--- src/rtl/win_pkg.sv ---
package win_pkg;
  localparam int REG_W   = 32;
  localparam int ALPHA_W = 12;

  typedef enum logic [2:0] {
    RG_CTRL  = 3'd0,
    RG_START = 3'd1,
    RG_END   = 3'd2,
    RG_SIZE  = 3'd3,
    RG_TL    = 3'd4,
    RG_BR    = 3'd5,
    RG_ALPHA = 3'd6,
    RG_NONE  = 3'd7
  } reg_sel_e;
endpackage

--- src/rtl/win_hit_cmp.sv ---
module win_hit_cmp #(
  parameter int CW = 11
) (
  input  logic          clk,
  input  logic          rst,
  input  logic          en,
  input  logic [CW-1:0] px,
  input  logic [CW-1:0] py,
  input  logic [CW-1:0] tlx,
  input  logic [CW-1:0] tly,
  input  logic [CW-1:0] brx,
  input  logic [CW-1:0] bry,
  output logic          hit
);
  logic inside_x, inside_y;

  assign inside_x = (px >= tlx) && (px <= brx);
  assign inside_y = (py >= tly) && (py <= bry);

  always_ff @(posedge clk) begin
    if (rst) hit <= 1'b0;
    else     hit <= en && inside_x && inside_y;
  end
endmodule

--- src/rtl/win_slot.sv ---
module win_slot
  import win_pkg::*;
#(
  parameter int AW        = 32,
  parameter int OW        = 13,
  parameter int CW        = 11,
  parameter bit HAS_ALPHA = 1'b1,
  localparam int CFG_W    = 2*AW + 2*OW + 4*CW + ALPHA_W + 1
) (
  input  logic             clk,
  input  logic             rst,
  input  logic             wr,
  input  reg_sel_e         wr_sel,
  input  logic [REG_W-1:0] wdata,
  input  reg_sel_e         rd_sel,
  output logic [REG_W-1:0] rdata,
  input  logic             vsync,
  input  logic             prot,
  input  logic             chan_en,
  input  logic [CW-1:0]    px,
  input  logic [CW-1:0]    py,
  output logic [CFG_W-1:0] act_cfg,
  output logic             hit
);
  logic               s_en, a_en;
  logic [AW-1:0]      s_start, s_end, a_start, a_end;
  logic [OW-1:0]      s_ofs, s_pgw, a_ofs, a_pgw;
  logic [CW-1:0]      s_tlx, s_tly, s_brx, s_bry;
  logic [CW-1:0]      a_tlx, a_tly, a_brx, a_bry;
  logic [ALPHA_W-1:0] s_alpha, a_alpha;

  // staging copy, written by the register port
  always_ff @(posedge clk) begin
    if (rst) begin
      s_en <= 1'b0; s_start <= '0; s_end <= '0; s_ofs <= '0; s_pgw <= '0;
      s_tlx <= '0; s_tly <= '0; s_brx <= '0; s_bry <= '0;
    end else if (wr) begin
      case (wr_sel)
        RG_CTRL:  s_en <= wdata[0];
        RG_START: s_start <= wdata[AW-1:0];
        RG_END:   s_end <= wdata[AW-1:0];
        RG_SIZE:  begin s_pgw <= wdata[OW-1:0]; s_ofs <= wdata[16+OW-1:16]; end
        RG_TL:    begin s_tlx <= wdata[CW-1:0]; s_tly <= wdata[16+CW-1:16]; end
        RG_BR:    begin s_brx <= wdata[CW-1:0]; s_bry <= wdata[16+CW-1:16]; end
        default:  ;
      endcase
    end
  end

  generate
    if (HAS_ALPHA) begin : g_alpha
      always_ff @(posedge clk) begin
        if (rst)                        s_alpha <= '0;
        else if (wr && wr_sel == RG_ALPHA) s_alpha <= wdata[ALPHA_W-1:0];
      end
    end else begin : g_no_alpha
      assign s_alpha = '0;
    end
  endgenerate

  // active copy, loaded at vsync unless protected
  always_ff @(posedge clk) begin
    if (rst) begin
      a_en <= 1'b0; a_start <= '0; a_end <= '0; a_ofs <= '0; a_pgw <= '0;
      a_tlx <= '0; a_tly <= '0; a_brx <= '0; a_bry <= '0; a_alpha <= '0;
    end else if (vsync && !prot) begin
      a_en <= s_en; a_start <= s_start; a_end <= s_end; a_ofs <= s_ofs;
      a_pgw <= s_pgw; a_tlx <= s_tlx; a_tly <= s_tly; a_brx <= s_brx;
      a_bry <= s_bry; a_alpha <= s_alpha;
    end
  end

  always_comb begin
    rdata = '0;
    case (rd_sel)
      RG_CTRL:  rdata[0] = s_en;
      RG_START: rdata[AW-1:0] = s_start;
      RG_END:   rdata[AW-1:0] = s_end;
      RG_SIZE:  begin rdata[OW-1:0] = s_pgw; rdata[16+OW-1:16] = s_ofs; end
      RG_TL:    begin rdata[CW-1:0] = s_tlx; rdata[16+CW-1:16] = s_tly; end
      RG_BR:    begin rdata[CW-1:0] = s_brx; rdata[16+CW-1:16] = s_bry; end
      RG_ALPHA: rdata[ALPHA_W-1:0] = s_alpha;
      default:  ;
    endcase
  end

  assign act_cfg = {a_en, a_alpha, a_bry, a_brx, a_tly, a_tlx,
                    a_pgw, a_ofs, a_end, a_start};

  win_hit_cmp #(.CW(CW)) u_cmp (
    .clk(clk), .rst(rst), .en(a_en && chan_en), .px(px), .py(py),
    .tlx(a_tlx), .tly(a_tly), .brx(a_brx), .bry(a_bry), .hit(hit)
  );

  AST_IDLE_STABLE: assert property (@(posedge clk) disable iff (rst)
    !vsync |=> $stable(act_cfg));
  AST_XFER_COPY: assert property (@(posedge clk) disable iff (rst)
    (vsync && !prot) |=> (a_start == $past(s_start) && a_en == $past(s_en)
                          && a_brx == $past(s_brx)));
  AST_PROTECT_HOLD: assert property (@(posedge clk) disable iff (rst)
    prot |=> $stable(act_cfg));
  AST_HIT_NEEDS_EN: assert property (@(posedge clk) disable iff (rst)
    hit |-> $past(a_en && chan_en));
endmodule

--- src/rtl/win_shadow_bank.sv ---
module win_shadow_bank
  import win_pkg::*;
#(
  parameter int NUM_WIN = 5,
  parameter int AW      = 32,
  parameter int OW      = 13,
  parameter int CW      = 11,
  parameter int AB      = 6,
  localparam int CFG_W  = 2*AW + 2*OW + 4*CW + ALPHA_W + 1,
  localparam int WB     = AB - 3
) (
  input  logic                     clk,
  input  logic                     rst,
  input  logic                     wr_en,
  input  logic [AB-1:0]            wr_addr,
  input  logic [REG_W-1:0]         wr_data,
  input  logic [AB-1:0]            rd_addr,
  output logic [REG_W-1:0]         rd_data,
  input  logic                     vsync,
  input  logic [CW-1:0]            px,
  input  logic [CW-1:0]            py,
  output logic [NUM_WIN*CFG_W-1:0] act_cfg,
  output logic [NUM_WIN-1:0]       hit
);
  localparam logic [AB-1:0] CTRL_ADDR = AB'(NUM_WIN * 8);

  logic [NUM_WIN-1:0] chan_q, prot_q;
  logic [REG_W-1:0]   slot_rd [NUM_WIN];
  logic [REG_W-1:0]   rd_next;
  logic [WB-1:0]      rd_win;

  always_ff @(posedge clk) begin
    if (rst) begin
      chan_q <= '0;
      prot_q <= '0;
    end else if (wr_en && wr_addr == CTRL_ADDR) begin
      chan_q <= wr_data[NUM_WIN-1:0];
      prot_q <= wr_data[16+NUM_WIN-1:16];
    end
  end

  generate
    for (genvar w = 0; w < NUM_WIN; w++) begin : g_win
      win_slot #(.AW(AW), .OW(OW), .CW(CW), .HAS_ALPHA(w != 0)) u_slot (
        .clk(clk), .rst(rst),
        .wr(wr_en && (wr_addr < CTRL_ADDR) && (wr_addr[AB-1:3] == WB'(w))),
        .wr_sel(reg_sel_e'(wr_addr[2:0])), .wdata(wr_data),
        .rd_sel(reg_sel_e'(rd_addr[2:0])), .rdata(slot_rd[w]),
        .vsync(vsync), .prot(prot_q[w]), .chan_en(chan_q[w]),
        .px(px), .py(py),
        .act_cfg(act_cfg[w*CFG_W +: CFG_W]), .hit(hit[w])
      );
    end
  endgenerate

  assign rd_win = rd_addr[AB-1:3];

  always_comb begin
    rd_next = '0;
    if (rd_addr == CTRL_ADDR) begin
      rd_next[NUM_WIN-1:0]       = chan_q;
      rd_next[16+NUM_WIN-1:16]   = prot_q;
    end else if (rd_addr < CTRL_ADDR) begin
      for (int i = 0; i < NUM_WIN; i++)
        if (rd_win == WB'(i)) rd_next = slot_rd[i];
    end
  end

  always_ff @(posedge clk) begin
    if (rst) rd_data <= '0;
    else     rd_data <= rd_next;
  end

  AST_RD_UNMAPPED: assert property (@(posedge clk) disable iff (rst)
    $past(rd_addr > CTRL_ADDR) |-> rd_data == '0);
  AST_W0_ALPHA_ZERO: assert property (@(posedge clk) disable iff (rst)
    $past(rd_addr == AB'(6)) |-> rd_data == '0);
endmodule

--- config.mk ---
export PLATFORM = sky130hd
export DESIGN_NAME = win_shadow_bank
export DESIGN_NICKNAME = d
export VERILOG_FILES = /design/src/rtl/win_pkg.sv /design/src/rtl/win_hit_cmp.sv /design/src/rtl/win_slot.sv /design/src/rtl/win_shadow_bank.sv
export SDC_FILE = /design/constraint.sdc
export NUM_CORES = 2
export LEC_CHECK = 0
export BUFFER_PORTS_ARGS = -buffer_cell sky130_fd_sc_hd__buf_2
export CORE_MARGIN = 8
export CORE_UTILIZATION = 55
export DETAILED_ROUTE_END_ITERATION = 10
export PLACE_DENSITY_LB_ADDON = 0.25
export RECOVER_POWER = 100
export REMOVE_ABC_BUFFERS = 1
export SYNTH_ARGS = -nofsm -noshare
export SYNTH_HDL_FRONTEND = slang
export SYNTH_SLANG_ARGS = --single-unit
--- constraint.sdc ---
create_clock -name clk -period 5.4 [get_ports clk]
set_input_delay 0.54 -clock clk [delete_from_list [all_inputs] [get_ports clk]]
set_output_delay 0.54 -clock clk [all_outputs]
set_load 0.1 [all_outputs]
==> impl.org <==
** Worst setup path
- Path type of the worst setup path :: in2reg
- In this run the critical register-to-register path is launched from prot_q[0].
- Along the worst path, the maximum fanout reaches 44.
- Data on the critical path arrives at its endpoint at 4850 ps.
- Reg-to-Reg End :: g_win[0].u_slot.a_tly[4]
- Nature of the critical path startpoint :: input port
- For the worst setup path, the data required time is about 6000 ps.
- R2R setup slack :: roughly 1400 ps
- STA classifies the critical path endpoint as a register.
- Register-to-Register Path Depth :: 4

** Yosys
- Summing every instance area after synthesis gives roughly 0.063 mm².
- Leading post-synthesis cells by cell area :: dfxtp_1 48%, nand2_1 17%, a21oi_1 12%, ha_1 4.4%, mux2i_1 3.1%
- Flip-flop and latch count after synthesis :: between 1000 and 1500
- Of the total synthesized cell area, the portion taken by AND, OR, NAND and NOR gates is between 10% and 20%.
- Async set-or-reset flop fraction in the synthesized netlist :: 0%
- Summing the areas of all compound-gate instances in the mapped netlist gives 18.11% of the synthesized area.
- In the synthesized netlist, the number of instances is roughly 8100.
- Dividing the synthesized area by the synthesized cell count gives approximately 7.8 µm².
- In the synthesized netlist, mux cells make up approximately 4.1% of the area.
- The most used flip-flop cell after synthesis is dfxtp_1.
- Ranking of synthesized cells by instance count :: 2823 x nand2_1, 1493 x dfxtp_1, 1490 x a21oi_1
- Main combinational cell family by area after synthesis :: simple AND/OR/NAND/NOR gates
- Post-Synth Adder-Cell Area :: under 10%
- Among all cell types in the netlist, the one instantiated most often is nand2_1.
- Number of enable-type register cells in the synthesized netlist :: 0
- For this run, the number of Yosys warnings is 0.
- Largest area contributor in the synthesized netlist :: dfxtp_1
- Unique masters post-synth :: between 70 and 80
- Of the synthesized area, sequential elements account for between 40% and 50%.
- Summing the areas of all xor and xnor instances in the mapped netlist gives 0% of the synthesized area.
- Post-synth top area share :: a little under half

** STA
- Smallest setup slack after layout :: 1226 ps
- Fraction of the cycle the final worst path needs :: roughly 77%
- Final slew viol count :: 902
- For the final routed database, the setup TNS stands at 0 ps.
- Derived from the worst setup path, the maximum achievable clock frequency is 239.6 MHz.
- Hold Fails Final Rpt :: 0
- Setup repair after global routing left no endpoint under its margin.
- Fin Clk Skew :: about 29 ps
- Final setup violation count :: 0
- Headroom to the max-slew limit came out at -150.5%.
- For the pin with the worst max-slew slack, the measured transition is 3743 ps.
- Counting I/O delays and the setup requirement, the final critical path takes approximately 4200 ps.

** Placed design
- Final RePlAce weighted congestion :: about 1.0
- Before CTS, the worst setup slack after placement is approximately 1700 ps.
- During placement, the flow inserted port buffers numbering approximately 830.
- Once detailed placement completed, the half-perimeter wirelength came to 201100 µm.

** Routing
- Post-route DRC violation count :: 0
- Final wirelength :: between 200000 and 300000 µm
- Detailed Route Iter0 Violations :: 8901
- Once detail routing completed, the nets flagged for antenna violations numbered 0.
- Via density per instance :: 6.304
- The first detailed-routing pass ran for 10 iterations.
- In the final routed layout, each cell accounts on average for a little under 30 µm.
- The routed layout has roughly 64000 vias.

** Run status
- The final reports fail on capacitance limit, slew limit.
- Status :: finished, violations left

** Floorplanning
- For this design the top-level I/O count stands at 842.
- Measured along the x axis, the die boundary spans approximately 350 µm.
- Row count :: about 120
- Floorplan die height :: about 350 µm
- Die ar. :: 0.1249 mm²
- For this configuration, the core starts out at a cell density of a little under three fifths.
- The total area inside the core boundary comes to between 0.1 and 0.15 mm².

** Global route
- Vias in the first global route :: around 60000
- Wire length of the first global-routing pass :: roughly 410000 µm
- Leftover overflow at the end of global routing :: 0
- Entering global routing, the biggest net connects roughly 220 pins.
- The initial antenna violation count is 18.
- Global routing used roughly 44% of the available tracks across all layers.

** Clocking
- Clock tree root buffer cell :: clkbuf_16
- The tree built by TritonCTS fans out to ~1500 sinks.
- In this run the number of H-tree levels came out at 4.
- Counting along the longest clock path gives a buffer depth of 3.
- Later-pin clock latency in the skew report :: 800 ps
- After clock tree synthesis, the setup repair step added 0 buffers.
- Cts bufs inserted :: between 150 and 200
- Clock-pin slew was measured on the worst setup and hold paths at approximately 70 ps.
- Once the clock tree was built, the resizer swapped 0 gates to a different size.
- Clock tree from TritonCTS :: yes
- In this run, post-CTS hold repair placed 0 buffers.

** Hold path
- Hold Path Origin :: wr_data[13]
- In this run the worst hold path is classified as in2reg.
- For hold timing, the worst endpoint is g_win[2].u_slot.s_end[13].
- The worst hold path was traced through 3 stages.

** Finish
- The final layout contains 8754 nets.
- Ratio of cells with drive above 1 in the final layout :: 5.397%
- Compared with the post-synthesis result, the final layout area differs by 13.33%.
- Fillers :: about 10000

** Power
- Maximum ir drop on the vdd rail :: roughly 0.27 mV
- Leakage :: between 0.02 and 0.025 µW
- In this run the power density over the cells is between 300 and 400 mW/mm².

** Flow run
- Maxcap violations :: between 40 and 50
==> registers in the layout, summed over array words and instances, names as in the netlist, 32 cells and up <==
name                  cells
g_win.u_slot.a_ofs       65
g_win.u_slot.s_end      160
g_win.u_slot.s_pgw       65
g_win.u_slot.a_brx       55
g_win.u_slot.a_tly       55
g_win.u_slot.a_end      160
g_win.u_slot.s_brx       55
g_win.u_slot.a_pgw       65
g_win.u_slot.s_bry       55
g_win.u_slot.a_tlx       55
g_win.u_slot.a_bry       55
g_win.u_slot.s_start    160
g_win.u_slot.a_start    160
g_win.u_slot.s_tlx       55
g_win.u_slot.s_ofs       65
g_win.u_slot.s_alpha     48
rd_data                  32
g_win.u_slot.s_tly       55
g_win.u_slot.a_alpha     48
==> worst max-delay path by stage <==
stage	from	endpoint	depth (start not counted)
finish	rd_addr[1]	rd_data[17]	8
global route	prot_q[0]	g_win[0].u_slot.a_tly[4]	4
CTS	rd_addr[1]	rd_data[17]	8
detailed placement	rd_addr[1]	rd_data[12]	8
global placement	rd_addr[1]	rd_data[12]	8
floorplan	vsync	g_win[1].u_slot.a_alpha[0]	3
==> per-layer routing <==
metal	routed length [µm]	up-vias	GRT usage, %
met1	100300	29890	50.86
li1	-	27640	-
met5	232	-	0.6920
met3	38840	1360	15.67
met4	29290	20	34.43
met2	122200	4670	65.74
==> worst max-delay path, stage by stage <==
cell and delay, ps:
buf_6 400, clkbuf_1 1470, nor2b_4 980, buf_4 400
a22o_1 170, a21oi_1 100, or4_1 530, a21oi_1 130
==> layout by cell type, fill, tap and decap left out, types with 19 or more instances in the layout <==
cell | synthesis | final
o221ai_1 | 29 | 29
inv_1 | 211 | 209
ha_1 | 222 | 222
nand4_1 | 26 | 26
a21o_1 | 19 | 19
clkbuf_8 | 0 | 30
clkbuf_1 | 509 | 811
nand2b_1 | 27 | 20
nand2_1 | 2823 | 2819
a211oi_1 | 41 | 41
buf_2 | 89 | 63
o21ai_0 | 112 | 112
a22o_1 | 23 | 23
a22oi_1 | 70 | 70
mux2_2 | 50 | 50
mux2i_1 | 196 | 196
o22ai_1 | 23 | 23
nor2_1 | 221 | 206
buf_4 | 43 | 48
nor3_1 | 24 | 24
a221oi_1 | 95 | 95
dfxtp_1 | 1493 | 1493
clkinv_2 | 0 | 21
a21oi_1 | 1490 | 1489
clkbuf_16 | 0 | 160
==> report_power, final <==
group	internal, µW	leakage (µW)	total [µW]	switching (µW)
logic	279	0.00844	1590	1310
registers	11100	0.0120	11100	50.2
clock network	6370	0.00252	11000	4590
==> final cells by class <==
type                            instances  area, µm²  area share [%]
Sequential cell                      1493      29890           42.12
Multi-Input combinational cell       5701      29390           41.41
Clock buffer                          227       4556           6.420
Timing Repair Buffer                  901       3874           5.459
Tap cell                             1500       1877           2.645
Inverter                              211      792.0           1.116
Clock inverter                         46      574.3          0.8093
Antenna cell                            7      17.52         0.02468
==> per-stage QoR <==
stage,power [µW],area [µm²],utilization (%),cells,hold slack (ps)
CTS,23550,72050,63.96,10080,114.0
global placement,12850,66920,59.41,9806,440.0
finish,23650,70960,62.99,10090,137.8
global route,24110,70950,62.98,10080,145.9
detailed placement,12870,66920,59.41,9806,443.0
floorplan,11960,59850,-,7405,434.7
==> kinds of logic after synthesis <==
family / Yosys count
simple gates: 3209
compound gates: 2011
flops: 1493
buf+inv: 882
mux: 247
fa+ha+maj: 222
other cells: 1
Power figures use the tool's default switching activity.
